--- config.mk ---
export PLATFORM = sky130hd
export DESIGN_NAME = lin_break_unit
export DESIGN_NICKNAME = d
export VERILOG_FILES = /design/src/rtl/lin_brk_pkg.sv /design/src/rtl/lin_baud_tick.sv /design/src/rtl/lin_rx_break.sv /design/src/rtl/lin_tx_break.sv /design/src/rtl/lin_break_unit.sv
export SDC_FILE = /design/constraint.sdc
export NUM_CORES = 1
export LEC_CHECK = 0
export ABC_AREA = 1
export BUFFER_PORTS_ARGS = -buffer_cell sky130_fd_sc_hd__buf_2
export CORE_UTILIZATION = 55
export CTS_CLUSTER_DIAMETER = 60
export DETAILED_ROUTE_END_ITERATION = 8
export GPL_TIMING_DRIVEN = 1
export MAX_ROUTING_LAYER = met4
export PLACE_DENSITY = 0.73
export SLEW_MARGIN = 25
export SYNTH_ARGS = -nofsm -noshare
export SYNTH_HDL_FRONTEND = slang
export SYNTH_SLANG_ARGS = --single-unit
--- constraint.sdc ---
create_clock -name clk -period 2 [get_ports clk]
set_input_delay 0 -clock clk [delete_from_list [all_inputs] [get_ports clk]]
set_output_delay 0 -clock clk [all_outputs]
set_load 0.01 [all_outputs]
--- src/rtl/lin_brk_pkg.sv ---
package lin_brk_pkg;
    localparam int CNT_W       = 5;
    localparam int RX_THR_BASE = 11;
    localparam int TX_LEN_BASE = 13;

    typedef struct packed {
        logic             rx_on;
        logic [CNT_W-1:0] rx_thr;
        logic             tx_on;
        logic [CNT_W-1:0] tx_len;
    } brk_mode_t;

    typedef enum logic [1:0] {R_IDLE, R_COUNT, R_HELD} rx_state_t;
    typedef enum logic [1:0] {T_IDLE, T_BREAK, T_DELIM} tx_state_t;

    // Enables off: fields forced to zero so the length bit cannot matter.
    function automatic brk_mode_t decode_mode(input logic tx_en, input logic rx_en,
                                              input logic long_chr);
        brk_mode_t m;
        m.rx_on  = rx_en;
        m.tx_on  = tx_en;
        m.rx_thr = rx_en ? CNT_W'(RX_THR_BASE) + CNT_W'(long_chr) : '0;
        m.tx_len = tx_en ? CNT_W'(TX_LEN_BASE) + CNT_W'(long_chr) : '0;
        return m;
    endfunction

    function automatic logic [3:0] pre_divisor(input logic [1:0] sel);
        logic [3:0] d;
        case (sel)
            2'd0:    d = 4'd1;
            2'd1:    d = 4'd3;
            2'd2:    d = 4'd4;
            default: d = 4'd13;
        endcase
        return d;
    endfunction
endpackage

--- src/rtl/lin_baud_tick.sv ---
module lin_baud_tick
    import lin_brk_pkg::*;
#(
    parameter int DIV_SEL_W = 3
) (
    input  logic                 clk,
    input  logic                 rst_n,
    input  logic [1:0]           pre_sel,
    input  logic [DIV_SEL_W-1:0] div_sel,
    output logic                 tick
);
    localparam int DIV_W = (1 << DIV_SEL_W) - 1;

    logic [3:0]       pre_cnt, pre_lim;
    logic [DIV_W-1:0] div_cnt, div_lim;
    logic [DIV_W:0]   div_pow;
    logic             pre_hit, div_hit;

    always_comb begin
        pre_lim = pre_divisor(pre_sel) - 4'd1;
        div_pow = {{DIV_W{1'b0}}, 1'b1} << div_sel;
        div_lim = DIV_W'(div_pow - 1'b1);
        pre_hit = (pre_cnt >= pre_lim);
        div_hit = (div_cnt >= div_lim);
        tick    = pre_hit && div_hit;
    end

    always_ff @(posedge clk or negedge rst_n) begin
        if (!rst_n) begin
            pre_cnt <= '0;
            div_cnt <= '0;
        end else begin
            pre_cnt <= pre_hit ? '0 : pre_cnt + 4'd1;
            if (pre_hit) div_cnt <= div_hit ? '0 : div_cnt + 1'b1;
        end
    end

    // Unless both stages divide by one, two ticks are never adjacent.
    assert_tick_spacing_R9: assert property (@(posedge clk) disable iff (!rst_n)
        (tick && (pre_lim != 4'd0 || div_lim != '0)) |=>
        (!tick || !$stable(pre_sel) || !$stable(div_sel)));
endmodule

--- src/rtl/lin_rx_break.sv ---
module lin_rx_break
    import lin_brk_pkg::*;
#(
    parameter int OVS = 4
) (
    input  logic             clk,
    input  logic             rst_n,
    input  logic             tick,
    input  logic             rxd,
    input  logic             mode_on,
    input  logic [CNT_W-1:0] mode_thr,
    output logic             brk_flag
);
    localparam int PH_W = (OVS > 2) ? $clog2(OVS) : 1;
    localparam int HALF = OVS / 2;

    rx_state_t        state, nxt;
    logic             sync1, rx_s;
    logic [PH_W-1:0]  ph;
    logic [CNT_W-1:0] cnt, thr_q;
    logic             on_q, sample, reach;

    always_comb begin
        sample = tick && (ph == '0);
        reach  = sample && !rx_s && (CNT_W'(cnt + 1'b1) == thr_q);
    end

    always_ff @(posedge clk or negedge rst_n) begin
        if (!rst_n) begin
            sync1 <= 1'b1;
            rx_s  <= 1'b1;
        end else begin
            sync1 <= rxd;
            rx_s  <= sync1;
        end
    end

    always_ff @(posedge clk or negedge rst_n) begin
        if (!rst_n) state <= R_IDLE;
        else        state <= nxt;
    end

    always_comb begin
        nxt = state;
        unique case (state)
            R_IDLE:  if (on_q && !rx_s) nxt = R_COUNT;
            R_COUNT: if (sample && rx_s) nxt = R_IDLE;
                     else if (reach)     nxt = R_HELD;
            R_HELD:  if (rx_s) nxt = R_IDLE;
            default: nxt = R_IDLE;
        endcase
    end

    always_ff @(posedge clk or negedge rst_n) begin
        if (!rst_n) begin
            on_q     <= 1'b0;
            thr_q    <= '0;
            cnt      <= '0;
            ph       <= '0;
            brk_flag <= 1'b0;
        end else begin
            brk_flag <= 1'b0;
            unique case (state)
                R_IDLE: begin
                    on_q  <= mode_on;
                    thr_q <= mode_thr;
                    cnt   <= '0;
                    ph    <= PH_W'(HALF - 1);
                end
                R_COUNT: begin
                    if (tick) ph <= (ph == '0) ? PH_W'(OVS - 1) : ph - 1'b1;
                    if (sample && !rx_s) cnt <= cnt + 1'b1;
                    if (reach) brk_flag <= 1'b1;
                end
                default: ;
            endcase
        end
    end

    assert_single_flag_R6: assert property (@(posedge clk) disable iff (!rst_n)
        brk_flag |=> !brk_flag);
    assert_flag_on_low_R2: assert property (@(posedge clk) disable iff (!rst_n)
        brk_flag |-> !$past(rx_s));
    assert_flag_needs_enable_R1: assert property (@(posedge clk) disable iff (!rst_n)
        brk_flag |-> on_q);
    assert_thr_held_R8: assert property (@(posedge clk) disable iff (!rst_n)
        (state != R_IDLE && $past(state) != R_IDLE) |-> $stable(thr_q));
endmodule

--- src/rtl/lin_tx_break.sv ---
module lin_tx_break
    import lin_brk_pkg::*;
#(
    parameter int OVS = 4
) (
    input  logic             clk,
    input  logic             rst_n,
    input  logic             tick,
    input  logic             brk_req,
    input  logic             mode_on,
    input  logic [CNT_W-1:0] mode_len,
    output logic             txd,
    output logic             busy,
    output logic             done
);
    localparam int PH_W = (OVS > 2) ? $clog2(OVS) : 1;

    tx_state_t        state, nxt;
    logic [PH_W-1:0]  ph;
    logic [CNT_W-1:0] bits, len_q;
    logic             bit_end, accept;

    always_comb begin
        bit_end = tick && (ph == '0);
        accept  = (state == T_IDLE) && mode_on && brk_req;
    end

    always_ff @(posedge clk or negedge rst_n) begin
        if (!rst_n) state <= T_IDLE;
        else        state <= nxt;
    end

    always_comb begin
        nxt = state;
        unique case (state)
            T_IDLE:  if (accept) nxt = T_BREAK;
            T_BREAK: if (bit_end && CNT_W'(bits + 1'b1) == len_q) nxt = T_DELIM;
            T_DELIM: if (bit_end) nxt = T_IDLE;
            default: nxt = T_IDLE;
        endcase
    end

    always_ff @(posedge clk or negedge rst_n) begin
        if (!rst_n) begin
            ph    <= '0;
            bits  <= '0;
            len_q <= '0;
            done  <= 1'b0;
        end else begin
            done <= 1'b0;
            unique case (state)
                T_IDLE: begin
                    ph    <= PH_W'(OVS - 1);
                    bits  <= '0;
                    len_q <= mode_len;
                end
                T_BREAK: begin
                    if (tick)    ph   <= (ph == '0) ? PH_W'(OVS - 1) : ph - 1'b1;
                    if (bit_end) bits <= bits + 1'b1;
                end
                T_DELIM: begin
                    if (tick)    ph   <= (ph == '0) ? PH_W'(OVS - 1) : ph - 1'b1;
                    if (bit_end) done <= 1'b1;
                end
                default: ;
            endcase
        end
    end

    always_comb begin
        txd  = (state != T_BREAK);
        busy = (state != T_IDLE);
    end

    assert_req_only_idle_R7: assert property (@(posedge clk) disable iff (!rst_n)
        $fell(txd) |-> $past(brk_req && !busy));
    assert_done_after_delim_R3: assert property (@(posedge clk) disable iff (!rst_n)
        done |-> (txd && $past(txd)));
    assert_done_pulse_R3: assert property (@(posedge clk) disable iff (!rst_n)
        done |=> !done);
    assert_len_held_R8: assert property (@(posedge clk) disable iff (!rst_n)
        (busy && $past(busy)) |-> $stable(len_q));
endmodule

--- src/rtl/lin_break_unit.sv ---
module lin_break_unit
    import lin_brk_pkg::*;
#(
    parameter int OVS       = 4,
    parameter int DIV_SEL_W = 3
) (
    input  logic                 clk,
    input  logic                 rst_n,
    input  logic                 tx_brk_en,
    input  logic                 rx_brk_en,
    input  logic                 long_char,
    input  logic [1:0]           pre_sel,
    input  logic [DIV_SEL_W-1:0] div_sel,
    input  logic                 rxd,
    input  logic                 brk_req,
    output logic                 txd,
    output logic                 brk_flag,
    output logic                 brk_done,
    output logic                 tx_busy
);
    brk_mode_t mode;
    logic      tick;

    assign mode = decode_mode(tx_brk_en, rx_brk_en, long_char);

    lin_baud_tick #(.DIV_SEL_W(DIV_SEL_W)) u_tick (
        .clk(clk), .rst_n(rst_n), .pre_sel(pre_sel), .div_sel(div_sel), .tick(tick));

    lin_rx_break #(.OVS(OVS)) u_rx (
        .clk(clk), .rst_n(rst_n), .tick(tick), .rxd(rxd),
        .mode_on(mode.rx_on), .mode_thr(mode.rx_thr), .brk_flag(brk_flag));

    lin_tx_break #(.OVS(OVS)) u_tx (
        .clk(clk), .rst_n(rst_n), .tick(tick), .brk_req(brk_req),
        .mode_on(mode.tx_on), .mode_len(mode.tx_len),
        .txd(txd), .busy(tx_busy), .done(brk_done));

    assert_idle_high_R10: assert property (@(posedge clk) disable iff (!rst_n)
        !tx_busy |-> txd);
endmodule

==> results.toml <==
[run_status]
status = "finished, final reports clean"

[critical_path]
rr_worst_depth = 11
endpoint_kind = "flop"
reg2reg_slack_ns = 0.21
path_common_cell = "nand2_1"
required_ns = 2.18
startpoint_type = "flop"
critPathArrivalTime_ns = 1.97
cp.depth = 11
endpoint = "u_rx.cnt[1]$_DFFE_PN0P_"
path_buf_inv = 3
startpoint = "u_tick.div_cnt[6]$_DFFE_PN0N_"
criticalPathCategory = "flop to flop"
rr_endpoint = "u_rx.cnt[1]$_DFFE_PN0P_"
max_stage_delay_ns = 0.41
slowest_stage = "dfrtp_1"
worst_path_dominant_cell_family = "simple AND/OR/NAND/NOR gates"
reg2reg_from = "u_tick.div_cnt[6]$_DFFE_PN0N_"
critPathMaxFanout = 7
path_cells = "ha_1 > nand2_2 > inv_1 > a21oi_2 > nand3_2 > nand2_4 > inv_6 > nand4_4 > clkinv_4 > nand2_1 > nand2_1"

[floorplan]
ios = 16
core_um2 = 4090
dieArea_um2 = 4640
start_util = 0.588
die_w_um = 68.1
rows = 23
dieHeight_um = 68.1

[final_layout]
area_delta_synth_final_pct = 11.2
layout_common_cells = "nand2_1, inv_1, dfrtp_1"
final_common_cell = "nand2_1"
nets = 356
drive_gt1_frac = 0.137
antennaDiodeCount = 0
finalNonFillerCells = 372
postLayoutCoreUtil = 0.654

[clocking]
clk_pin_slew_ns = 0.08
ctsResizeCount = 0
tritoncts = "yes"
cts_htree_levels = 2
root_buffer = "clkbuf_8"
clock_latency_ns = 0.29
clock_sinks = 39
cts_buffer_depth = 2
cts-buffers-inserted = 5

[logic_synthesis]
synth_top_area_cell = "dfrtp_1"
syn_inst = 294
synth_fp_nets = 329
yosysSeqAreaShare = 0.407
synth_area_leaders = "dfrtp_1, ha_1, nand2_1"
synth-seq-cells = 39
syn_area_per_cell_um2 = 8.18
synth_top_area_share = 0.385
ys.warnings.count = 0
syn_area_um2 = 2400
yosysUniqueCellTypes = 32

[routing]
drcViolationCount = 0
drt-wirelength-per-cell_um = 11.7
top_layer_used = "met4"
vias = 1889
dr.first_iter.drc_count = 77
dr.pass1.iters = 4
routed_wl_um = 4340
wl_met3_um = 93
antenna_left = 0
route.detailed.vias_per_inst = 5.08
wl_met1_um = 2090
routed-wl-met2_um = 2100

[timing]
setup_violations = 0
hold_viol = 0
skew_ns = 0.00751
min_period_ns = 1.79
slew_viol_final = 0
max_slew_margin = 0.413
worst_slew_pin_slew_ns = 0.881
period_share = 0.896
fin_setup_tns_ns = 0
grt_setup_unrepaired = "no"
fmax_ghz = 0.558

[place]
dp_hpwl_um = 3260
dp_cells = 360
port_buffers = 15
gp_congestion = 0.790

[flow_run]
drv_cap = 0

[global_route]
gr-usage-all-layers = 0.216
grt_pass1_vias = 1697
grt_overflow = 0
antenna_found_initial = 0
grt_pass1_wl_um = 7200
grt_max_degree = 40

[pwr]
power_density_nw_per_um2 = 1200
ir_worst_vdd_v = 0.000644
p_leak_nw = 1.41

[hold_path]
hold_class = "input pin to flop"
flip-flops by register name, summed over array words and instances (netlist names):
register and count:
u_tx.done 1, u_tick.pre_cnt 4, u_rx.state 2, u_tick.div_cnt 7, u_rx.rx_s 1, u_rx.ph 2, u_rx.thr_q 3, u_tx.len_q 3
u_tx.bits 5, u_rx.brk_flag 1, u_rx.cnt 5, u_tx.ph 2, u_tx.state 2, u_rx.sync1 1
layer usage:
layer,vias to the layer above,GRT usage
li1,1009,-
met5,-,-
met2,19,0.355
met1,854,0.263
met4,0,0.0729
met3,7,0.0450
report_power, final:
group | internal [mW] | total, mW | switching, mW
combinational | 0.559 | 1.52 | 0.960
sequential | 1.01 | 1.17 | 0.157
clock | 0.245 | 0.512 | 0.267
total | 1.81 | 3.20 | 1.38
worst min-delay path: cells and delay by family:
family	cells	cell delay (ns)
compound gates	1	0.08
buf+inv	1	0.09
simple gates	1	0.09
kinds of logic after synthesis:
group,after synthesis,synth area share
compound gates,35,0.0848
xor+xnor,6,0.0219
fa+ha+maj,23,0.120
buf+inv,50,0.0827
flops,39,0.407
simple gates,141,0.284
final cells by class:
type	count	area, um2
Fill cell	360	1410
Multi-Input combinational cell	205	1230
Sequential cell	39	978
Inverter	49	194
Timing Repair Buffer	21	130
Clock buffer	7	76.3
Tap cell	50	62.6
Clock inverter	1	5.00
worst min-delay path by stage:
stage / from / to / cells after the start
after floorplan: rst_n / u_rx.brk_flag$_DFF_PN0_ / 0
after global placement: rxd / u_rx.sync1$_DFF_PN1_ / 1
after detailed placement: rxd / u_rx.sync1$_DFF_PN1_ / 1
after CTS: tx_brk_en / u_tx.len_q[2]$_DFFE_PN0P_ / 3
after global routing: tx_brk_en / u_tx.len_q[2]$_DFFE_PN0P_ / 3
final: tx_brk_en / u_tx.len_q[2]$_DFFE_PN0P_ / 3
per-stage QoR:
step / hold slack, ns / setup slack [ns] / area (um2) / power (mW)
3_5_place_dp: 0.108 / 0.165 / 2550 / 2.71
5_1_grt: 0.0384 / 0.0457 / 2670 / 3.51
3_3_place_gp: 0.105 / 0.243 / 2550 / 2.66
6_report: 0.0147 / 0.208 / 2670 / 3.20
2_1_floorplan: -0.296 / 0.347 / 2400 / 2.34
4_1_cts: 0.0115 / 0.192 / 2670 / 3.22
synthesized netlist by cell type:
cell type / count
clkinv_1: 1
a21oi_1: 10
nor2_4: 1
nand3_4: 1
and3_1: 1
nand3b_1: 1
nand2_4: 1
nand2_1: 66
o21bai_2: 2
nand4_1: 5
nor3_1: 3
dfstp_2: 2
dfrtp_1: 37
o21ai_0: 9
nand3_2: 5
inv_1: 46
inv_6: 1
o21a_1: 1
clkinv_4: 1
xor2_1: 3
a21oi_2: 2
o21ai_1: 6
nand2_2: 4
buf_2: 1
xnor2_1: 3
nor4_1: 1
nand4_4: 1
or2_1: 2
nand3_1: 29
ha_1: 23
nor2_1: 20
o22ai_1: 5
what timing repair did:
action / 4_1_cts / 5_1_grt
buffers inserted: 0 / 0
hold buffers: 4 / 0
hold endpoints to repair: 41 / 0
Note: power is estimated with default switching activity, not from simulation.
